$ cat src/rtl/mn_div_pkg.sv
package mn_div_pkg;
  localparam int unsigned DEF_FIELD_W = 15;

  typedef enum logic [1:0] {
    STEP_OFF  = 2'd0,
    STEP_LOAD = 2'd1,
    STEP_PASS = 2'd2,
    STEP_FRAC = 2'd3
  } step_mode_e;
endpackage

$ cat src/rtl/mn_ctl_reg.sv
module mn_ctl_reg #(
  parameter int unsigned FW = mn_div_pkg::DEF_FIELD_W,
  localparam int unsigned CW = 2*FW + 2
) (
  input  logic          clk,
  input  logic          rst_n,
  input  logic          wr_en,
  input  logic [CW-1:0] wr_data,
  output logic [CW-1:0] rd_data,
  output logic [FW-1:0] stg_m,
  output logic [FW-1:0] stg_n,
  output logic          en_o,
  output logic          load_o
);
  localparam int unsigned M_LO = 1;
  localparam int unsigned N_LO = FW + 1;
  localparam int unsigned UPD  = CW - 1;

  logic [FW-1:0] m_q, m_d, n_q, n_d;
  logic          en_q, en_d, pend_q, pend_d;

  always_comb begin
    m_d    = m_q;
    n_d    = n_q;
    en_d   = en_q;
    pend_d = 1'b0;
    if (wr_en) begin
      m_d    = wr_data[M_LO +: FW];
      n_d    = wr_data[N_LO +: FW];
      en_d   = wr_data[0];
      pend_d = wr_data[UPD];
    end
  end

  always_ff @(posedge clk or negedge rst_n) begin
    if (!rst_n) begin
      m_q    <= '0;
      n_q    <= '0;
      en_q   <= 1'b0;
      pend_q <= 1'b0;
    end else begin
      m_q    <= m_d;
      n_q    <= n_d;
      en_q   <= en_d;
      pend_q <= pend_d;
    end
  end

  assign rd_data = {pend_q, n_q, m_q, en_q};
  assign stg_m   = m_q;
  assign stg_n   = n_q;
  assign en_o    = en_q;
  assign load_o  = pend_q;
endmodule

$ cat src/rtl/mn_ratio_load.sv
module mn_ratio_load #(
  parameter int unsigned FW = mn_div_pkg::DEF_FIELD_W
) (
  input  logic          clk,
  input  logic          rst_n,
  input  logic          load_i,
  input  logic [FW-1:0] stg_m,
  input  logic [FW-1:0] stg_n,
  output logic [FW-1:0] act_m,
  output logic [FW-1:0] act_n,
  output logic          pass_o
);
  logic [FW-1:0] am_q, am_d, an_q, an_d;

  always_comb begin
    am_d = am_q;
    an_d = an_q;
    if (load_i) begin
      am_d = stg_m;
      an_d = stg_n;
    end
  end

  always_ff @(posedge clk or negedge rst_n) begin
    if (!rst_n) begin
      am_q <= '0;
      an_q <= '0;
    end else begin
      am_q <= am_d;
      an_q <= an_d;
    end
  end

  assign act_m  = am_q;
  assign act_n  = an_q;
  assign pass_o = (an_q == '0) || (am_q >= an_q);
endmodule

$ cat src/rtl/mn_accum.sv
module mn_accum
  import mn_div_pkg::*;
#(
  parameter int unsigned FW = DEF_FIELD_W,
  localparam int unsigned AW = FW + 1
) (
  input  logic          clk,
  input  logic          rst_n,
  input  logic          en_i,
  input  logic          load_i,
  input  logic          pass_i,
  input  logic [FW-1:0] act_m,
  input  logic [FW-1:0] act_n,
  output logic          tick_o
);
  step_mode_e    mode;
  logic [AW-1:0] sum;
  logic [FW-1:0] acc_q, acc_d;
  logic          tick_q, tick_d;

  always_comb begin
    if (load_i)      mode = STEP_LOAD;
    else if (!en_i)  mode = STEP_OFF;
    else if (pass_i) mode = STEP_PASS;
    else             mode = STEP_FRAC;
  end

  assign sum = {1'b0, acc_q} + {1'b0, act_m};

  always_comb begin
    acc_d  = '0;
    tick_d = 1'b0;
    case (mode)
      STEP_PASS: tick_d = 1'b1;
      STEP_FRAC: begin
        if (sum >= {1'b0, act_n}) begin
          acc_d  = FW'(sum - {1'b0, act_n});
          tick_d = 1'b1;
        end else begin
          acc_d  = FW'(sum);
        end
      end
      default: begin
        acc_d  = '0;
        tick_d = 1'b0;
      end
    endcase
  end

  always_ff @(posedge clk or negedge rst_n) begin
    if (!rst_n) begin
      acc_q  <= '0;
      tick_q <= 1'b0;
    end else begin
      acc_q  <= acc_d;
      tick_q <= tick_d;
    end
  end

  assign tick_o = tick_q;
endmodule

$ cat src/rtl/mn_frac_div.sv
module mn_frac_div #(
  parameter int unsigned FIELD_W = mn_div_pkg::DEF_FIELD_W,
  localparam int unsigned CW = 2*FIELD_W + 2
) (
  input  logic          clk,
  input  logic          rst_n,
  input  logic          wr_en,
  input  logic [CW-1:0] wr_data,
  output logic [CW-1:0] rd_data,
  output logic          tick_o
);
  logic                rst_s1, rst_sync_n;
  logic [FIELD_W-1:0]  stg_m, stg_n, act_m, act_n;
  logic                en, load, pass;

  // reset: asserted at once, released after two clock edges
  always_ff @(posedge clk or negedge rst_n) begin
    if (!rst_n) begin
      rst_s1     <= 1'b0;
      rst_sync_n <= 1'b0;
    end else begin
      rst_s1     <= 1'b1;
      rst_sync_n <= rst_s1;
    end
  end

  mn_ctl_reg #(.FW(FIELD_W)) u_reg (
    .clk(clk), .rst_n(rst_sync_n), .wr_en(wr_en), .wr_data(wr_data),
    .rd_data(rd_data), .stg_m(stg_m), .stg_n(stg_n), .en_o(en), .load_o(load)
  );

  mn_ratio_load #(.FW(FIELD_W)) u_load (
    .clk(clk), .rst_n(rst_sync_n), .load_i(load), .stg_m(stg_m), .stg_n(stg_n),
    .act_m(act_m), .act_n(act_n), .pass_o(pass)
  );

  mn_accum #(.FW(FIELD_W)) u_acc (
    .clk(clk), .rst_n(rst_sync_n), .en_i(en), .load_i(load), .pass_i(pass),
    .act_m(act_m), .act_n(act_n), .tick_o(tick_o)
  );
endmodule

$ cat config.mk
export PLATFORM = sky130hd
export DESIGN_NAME = mn_frac_div
export DESIGN_NICKNAME = d
export VERILOG_FILES = /design/src/rtl/mn_div_pkg.sv /design/src/rtl/mn_ctl_reg.sv /design/src/rtl/mn_ratio_load.sv /design/src/rtl/mn_accum.sv /design/src/rtl/mn_frac_div.sv
export SDC_FILE = /design/constraint.sdc
export NUM_CORES = 1
export LEC_CHECK = 0
export BUFFER_PORTS_ARGS = -buffer_cell sky130_fd_sc_hd__buf_2
export CAP_MARGIN = 10
export CORE_AREA = 4 4 128 178
export CTS_CLUSTER_DIAMETER = 200
export DETAILED_ROUTE_END_ITERATION = 10
export DIE_AREA = 0 0 132 182
export GPL_TIMING_DRIVEN = 0
export RECOVER_POWER = 50
export SETUP_SLACK_MARGIN = 0.15
export SLEW_MARGIN = 20
export SYNTH_ARGS = -nofsm -noshare
export SYNTH_HDL_FRONTEND = slang
export SYNTH_SLANG_ARGS = --single-unit
$ cat constraint.sdc
create_clock -name clk -period 5.66 [get_ports clk]
set_clock_uncertainty 0.1 [all_clocks]
set_input_delay 0.566 -clock clk [delete_from_list [all_inputs] [get_ports clk]]
set_output_delay 0.566 -clock clk [all_outputs]
set_load 0.005 [all_outputs]
**Word level (Yosys, flattened, before mapping)**

Cells that the tools add are included.

- Eq/ne operators: 2
- Magnitude comparators: 2
- Muxes and demuxes: 8
- Reductions and logical operators: 2
- Add/sub/neg operators: 2

Operators with widths:

| cell | count |
|---|---|
| $mux 15 | 2 |
| $add 15x15->16 | 1 |
| $ge 16x15->1 | 1 |
| $ge 15x15->1 | 1 |
| $logic_not 15->1 | 1 |
| $sub 15x15->15 | 1 |
| $eq 2x2->1 const B | 2 |
| $mux 2 | 2 |
| $mux 1 | 3 |
| $pmux 1 s2 | 1 |
| $logic_or 1x1->1 | 1 |

- Input port bits: 35
- Register bits after elaboration: 80
- Word-level logic and storage cells: 26

**Longest topological paths before layout**

- Depth after elaboration: 7
- Depth in mapped cells: 18
- Depth with buffers taken out: 16

**Hierarchy**

Synthesis repeated with hierarchy kept, for this count alone.

- Cell total of the unflattened synthesis: 513
- Area, all modules: 5363.9 µm²

Modules (own cells, without submodules):

| module | area each (µm²) | cells an instance | instances | seq. area each (µm²) |
|---|---|---|---|---|
| mn_accum | 2252.2 | 278 | 1 | 400.4 |
| mn_ctl_reg | 1576.5 | 100 | 1 | 800.8 |
| mn_ratio_load | 1481.4 | 132 | 1 | 750.7 |
| mn_frac_div | 53.8 | 3 | 1 | 50.0 |

**Worst setup path after synthesis**

No wires, ideal clock.

- Kind: register to register
- Start: reg u_load.am_q[8] (netlist: u_load.act_m[8])
- End: reg u_acc.tick_q (netlist: u_acc.tick_o)
- Slack: 1854 ps
- Period minus slack after synthesis: 3806 ps
- Required time: 5421 ps
- Setup time: 139 ps
- Data arrival time: 3567 ps
- Stages on the path, launching flop included: 16
- Cells stage by stage: dfrtp_1 ha_1 a211oi_1 nor2_1 nor3_1 o31ai_2 a2111oi_0 a211oi_1 ha_1 a21oi_1 nand3_1 o31a_1 a311o_2 buf_6 nor4b_2 nor3b_1

- Longest elaborated chain between the ends: 7

RTL lines:

| element | line | RTL |
|---|---|---|
| start: declaration | mn_ratio_load.sv:13 | `logic [FW-1:0] am_q, am_d, an_q, an_d;` |
| start signal: assignment | mn_ratio_load.sv:29 | `am_q <= am_d;` |
| parallel branches: the longest is 6 deep, another holds $add 15x15->16 | n/a |  |
| $pmux 1 s2 (*) | mn_accum.sv:33 | `case (mode)` |
| via u_acc.tick_d | mn_accum.sv:19 | `logic tick_q, tick_d;` |
| end signal: assignment | mn_accum.sv:56 | `tick_q <= tick_d;` |
| end: declaration | mn_accum.sv:19 |  |

Mark *: on every way through the listed nets, which the timed path passes.
A chain may end at the register's enable or synchronous reset.

**Worst setup path in the final report**

- Start: reg u_load.am_q[4] (netlist: u_load.act_m[4])
- End: reg u_acc.acc_q[7]

- Longest elaborated chain between the ends: 7

RTL lines:

| element | line | RTL |
|---|---|---|
| parallel branches: the longest is 6 deep, another holds $add 15x15->16 | n/a |  |
| $mux 15 (*) | mn_accum.sv:33 |  |
| via u_acc.acc_d[7] | mn_accum.sv:18 | `logic [FW-1:0] acc_q, acc_d;` |
| end signal: assignment | mn_accum.sv:52 | `acc_q <= '0;` |
| end signal: assignment | mn_accum.sv:55 | `acc_q <= acc_d;` |
| end: declaration | mn_accum.sv:18 |  |

Marked as above.

==> results by group <==
Placed design
  • Final Wtd Congestion: 0.840
  • Detailed Place HPWL: 9.67 mm
  • I/O Buffers: 66

Cells and area
  • Post-synthesis to final-layout area growth: 19.7%
  • Final net count: 626
  • Share of layout cells above drive strength 1: 23.9%
  • Footprint of the multi-input gates: 2620 um2
  • Number of diodes: 0
  • Register area: 2000 um2
  • Fill cell count: 2229
  • Fin util: 27.1%

Synth
  • Area contributors post-synth: dfrtp_1 (42%), ha_1 (12%), mux2_2 (11%), o21ai_0 (3.2%), nand2_1 (3.2%)
  • Post-Syn Instances: 465
  • Commonest cells in the netlist: dfrtp_1 (80), mux2_2 (46), ha_1 (45)
  • Yosys top cell by area: dfrtp_1
  • Synthesis-stage register bit count: 80
  • Number of nets produced by synthesis: 547
  • Ys Warns: 0
  • Proportion of synthesized chip area in sequential cells: 41.7%
  • Combined area of all synthesized cells: 4800 um2
  • Number of enable flip-flop cells after synthesis: 0
  • Yosys top cell area share: 41.7%
  • Dominant cell by count in the synthesized netlist: dfrtp_1
  • Average size of a mapped cell: 10.3 um2
  • Distinct cells, synth: 59
  • Most used flip-flop cell after synthesis: dfrtp_1
  • Share of flip-flops with an asynchronous set or reset after synthesis: 100%

Drt
  • Number of remaining DRC errors: 0
  • First DRT Iteration DRCs: 126
  • Post-detailed-routing wire length: 12.3 mm
  • Post-detailed-route count of antenna-violating nets: 0
  • Number of vias in the routed layout: 3753
  • Detailed-routing iteration count for the pre-antenna-repair pass: 4
  • Per-cell routed wire length: 15.2 um
  • Detailed-route vias per instance: 4.64

Hold path
  • Endpoint of the worst hold-timing path: rst_sync_n$_DFF_PN0_
  • Number of cells on the worst hold path: 0
  • Startpoint of the worst hold path: rst_s1$_DFF_PN0_
  • Min-Delay Path Class: reg2reg

Power
  • Static power due to leakage: 2.62 nW
  • Worst IR drop on VDD: 0.000234 V
  • Switching power share of the total: 41.4%
  • Proportion of power drawn by combinational gates: 51.3%
  • Clock power share: 21.6%
  • Net Switching: 0.00110 W
  • Areal power density over the cells: 463 nW/um2
  • Cell-internal power: 0.00156 W
  • Portion of total power attributed to sequential cells: 27.1%

Floorplan
  • # IOs: 68
  • Die outline height: 182 um
  • Die ar.: 24000 um2
  • Initial standard-cell utilization of the core: 22.6%
  • Area inside the core boundary: 21200 um2
  • Die span in x: 132 um
  • Num rows: 63

Clocking
  • CTS tree: built
  • Post-CTS Setup Repair Bufs: 0
  • Clock root cell: clkbuf_16
  • Number of buffers on the longest clock path: 2
  • Sinks on Clock Net: 80
  • H-tree depth: 3
  • CTS Buf Count: 9
  • Insertion delay to the later sink of the worst-skew pair: 0.35 ns
  • Register clock-pin slew on the reported worst setup and hold paths: 0.07 ns

Timing
  • Final min period: 4.52 ns
  • Final hold violation count: 0
  • Final clock period utilization by the worst path: 79.8%
  • Highest Clock Rate: 0.221 GHz
  • Setup-failing EPs final: 0
  • Post-route setup TNS: 0 ns
  • Final Max Tran Viols: 49
  • Max_slew headroom: -74.6%
  • Slew at the pin closest to its max-slew limit: 2.62 ns
  • Setup repair after global routing missed its margin: false

Critical path
  • WP data required: 5.79 ns
  • Register-to-register setup slack: 1.14 ns
  • Launching point of the worst reg2reg path: u_load.act_m[4]$_DFFE_PN0P_
  • Peak fanout along the critical path: 7
  • Register-to-Register Path Depth: 14
  • Kind of end point of the critical path: flop
  • Critical path startpoint category: flop
  • Arrival time reported for the critical path endpoint: 4.65 ns
  • Worst setup path class: reg2reg
  • Crit Reg-Reg Endpoint: u_acc.acc_q[7]$_DFF_PN0_

Outcome
  • Status: finished with violations
  • Violations in the final reports: max-capacitance violations, max-slew violations

GRT
  • Number of antenna violations at the first check in global routing: 0
  • Largest net degree at the start of global routing: 49
  • Leftover overflow at the end of global routing: 0
  • First-pass GRT wire length: 20.0 mm
  • Number of global-route vias before repair: 3887
  • Global-route usage over all layers: 10.4%

Job
  • Max-capacitance violation count: 1
## critical path, stage by stage, from the launching register on
cell	delay [ns]
dfrtp_1	0.43
ha_1	0.37
a21oi_1	0.34
nand2_1	0.18
o21ai_1	0.22
o31ai_2	0.14
a2111oi_0	0.57
a211oi_1	0.14
ha_1	0.39
a21oi_1	0.15
nand3_1	0.08
o31a_1	0.27
a311oi_1	0.68
nor2_1	0.11
a22o_1	0.24
## power groups by stage
| stage | Combinational (W) | Clock [W] | Sequential (W) |
|---|---|---|---|
| finish | 0.00136 | 0.000575 | 0.000721 |
| global route | 0.00153 | 0.000612 | 0.000733 |
| CTS | 0.00137 | 0.000590 | 0.000725 |
| detailed placement | 0.00136 | 0 | 0.000736 |
| global placement | 0.00133 | 0 | 0.000741 |
| floorplan | 0.00105 | 0 | 0.000718 |
## stage by stage
step / hold slack (ns) / cell area (um2) / cells / worst slack [ns] / total power (W)
after global placement: 0.237 / 5460 / 791 / 1.06 / 0.00208
after floorplan: 0.170 / 4800 / 465 / 1.85 / 0.00177
final: 0.250 / 5750 / 809 / 1.14 / 0.00266
after CTS: 0.201 / 5790 / 809 / 1.12 / 0.00269
after global routing: 0.263 / 5750 / 809 / 0.770 / 0.00288
after detailed placement: 0.199 / 5490 / 792 / 1.11 / 0.00210
## metal layers
layer  global-route usage, %  vias up  wire, um
met5                       0        -         0
met4                    5.30        0       483
met3                    1.58       34       279
met2                    19.3       72      6500
met1                    11.5     1814      5020
li1                        -     1833         -
## layout by cell type, fill, tap and decap left out, types with 3 or more instances in the layout
cell type  count
o211ai_1       4
nand2b_1       7
nor3_1         4
o21ai_0       31
mux2i_1        5
buf_2         58
nand2_1       41
buf_1          3
xor2_1         6
a21o_1        11
buf_4          3
nor2_1        29
nand3_1        8
a41o_1         3
nor4_1         3
mux2_2        46
clkbuf_1      19
clkbuf_16      9
ha_1          45
o21a_1         4
xnor2_1       16
inv_1         25
a211oi_1       8
dfrtp_1       80
a21oi_1       26
nand4_1        4
## sequential cells by signal (all words and copies together), names as in the netlist
register and count:
u_reg.load_o 1, rst_s1 1, u_acc.acc_q 15, u_acc.tick_o 1, u_reg.stg_n 15, u_reg.en_o 1
rst_sync_n 1, u_load.act_m 15, u_reg.stg_m 15, u_load.act_n 15
## kinds of logic (layout without fill, tap and decap cells)
kind of cell | count (synthesis) | count (layout) | share of synthesized area [%]
XOR/XNOR | 22 | 22 | 4.01
AND/OR/NAND/NOR | 110 | 110 | 10.8
flip-flops | 80 | 80 | 41.7
buffers and inverters | 42 | 126 | 3.70
AO/OA/AOI/OAI | 112 | 112 | 15.4
multiplexers | 51 | 51 | 11.8
other | 1 | 1 | 0.0781
adder cells (fa/ha/maj) | 47 | 47 | 12.6
## timing repair
action                                  in CTS  in global routing
gates resized for setup                      0                  0
hold buffers                                 1                  0
endpoints found under the setup margin       0                  0
endpoints found under the hold margin        2                  0
## worst max-delay path by stage
| stage | startpoint | end | slack, ns | depth (start not counted) |
|---|---|---|---|---|
| after floorplan | u_load.act_m[8]$_DFFE_PN0P_ | u_acc.tick_o$_DFF_PN0_ | 1.85 | 15 |
| after global placement | u_load.act_m[4]$_DFFE_PN0P_ | u_acc.acc_q[7]$_DFF_PN0_ | 1.06 | 14 |
| after detailed placement | u_load.act_m[4]$_DFFE_PN0P_ | u_acc.acc_q[7]$_DFF_PN0_ | 1.11 | 14 |
| after CTS | u_load.act_m[4]$_DFFE_PN0P_ | u_acc.acc_q[7]$_DFF_PN0_ | 1.12 | 14 |
| after global routing | u_load.act_m[4]$_DFFE_PN0P_ | u_acc.acc_q[7]$_DFF_PN0_ | 0.77 | 15 |
| final | u_load.act_m[4]$_DFFE_PN0P_ | u_acc.acc_q[7]$_DFF_PN0_ | 1.14 | 14 |
## final cells by class
class                   count  share of cell area [%]
multi-input cells         343                    45.6
plain buffers              17                    1.46
clock buffers               9                    3.92
well taps                 260                    5.66
flip-flops and latches     80                    34.8
inverters                  25                    1.63
clock inverters             7                    1.09
repair buffers             68                    5.79
(Power assumes the default switching activity.)
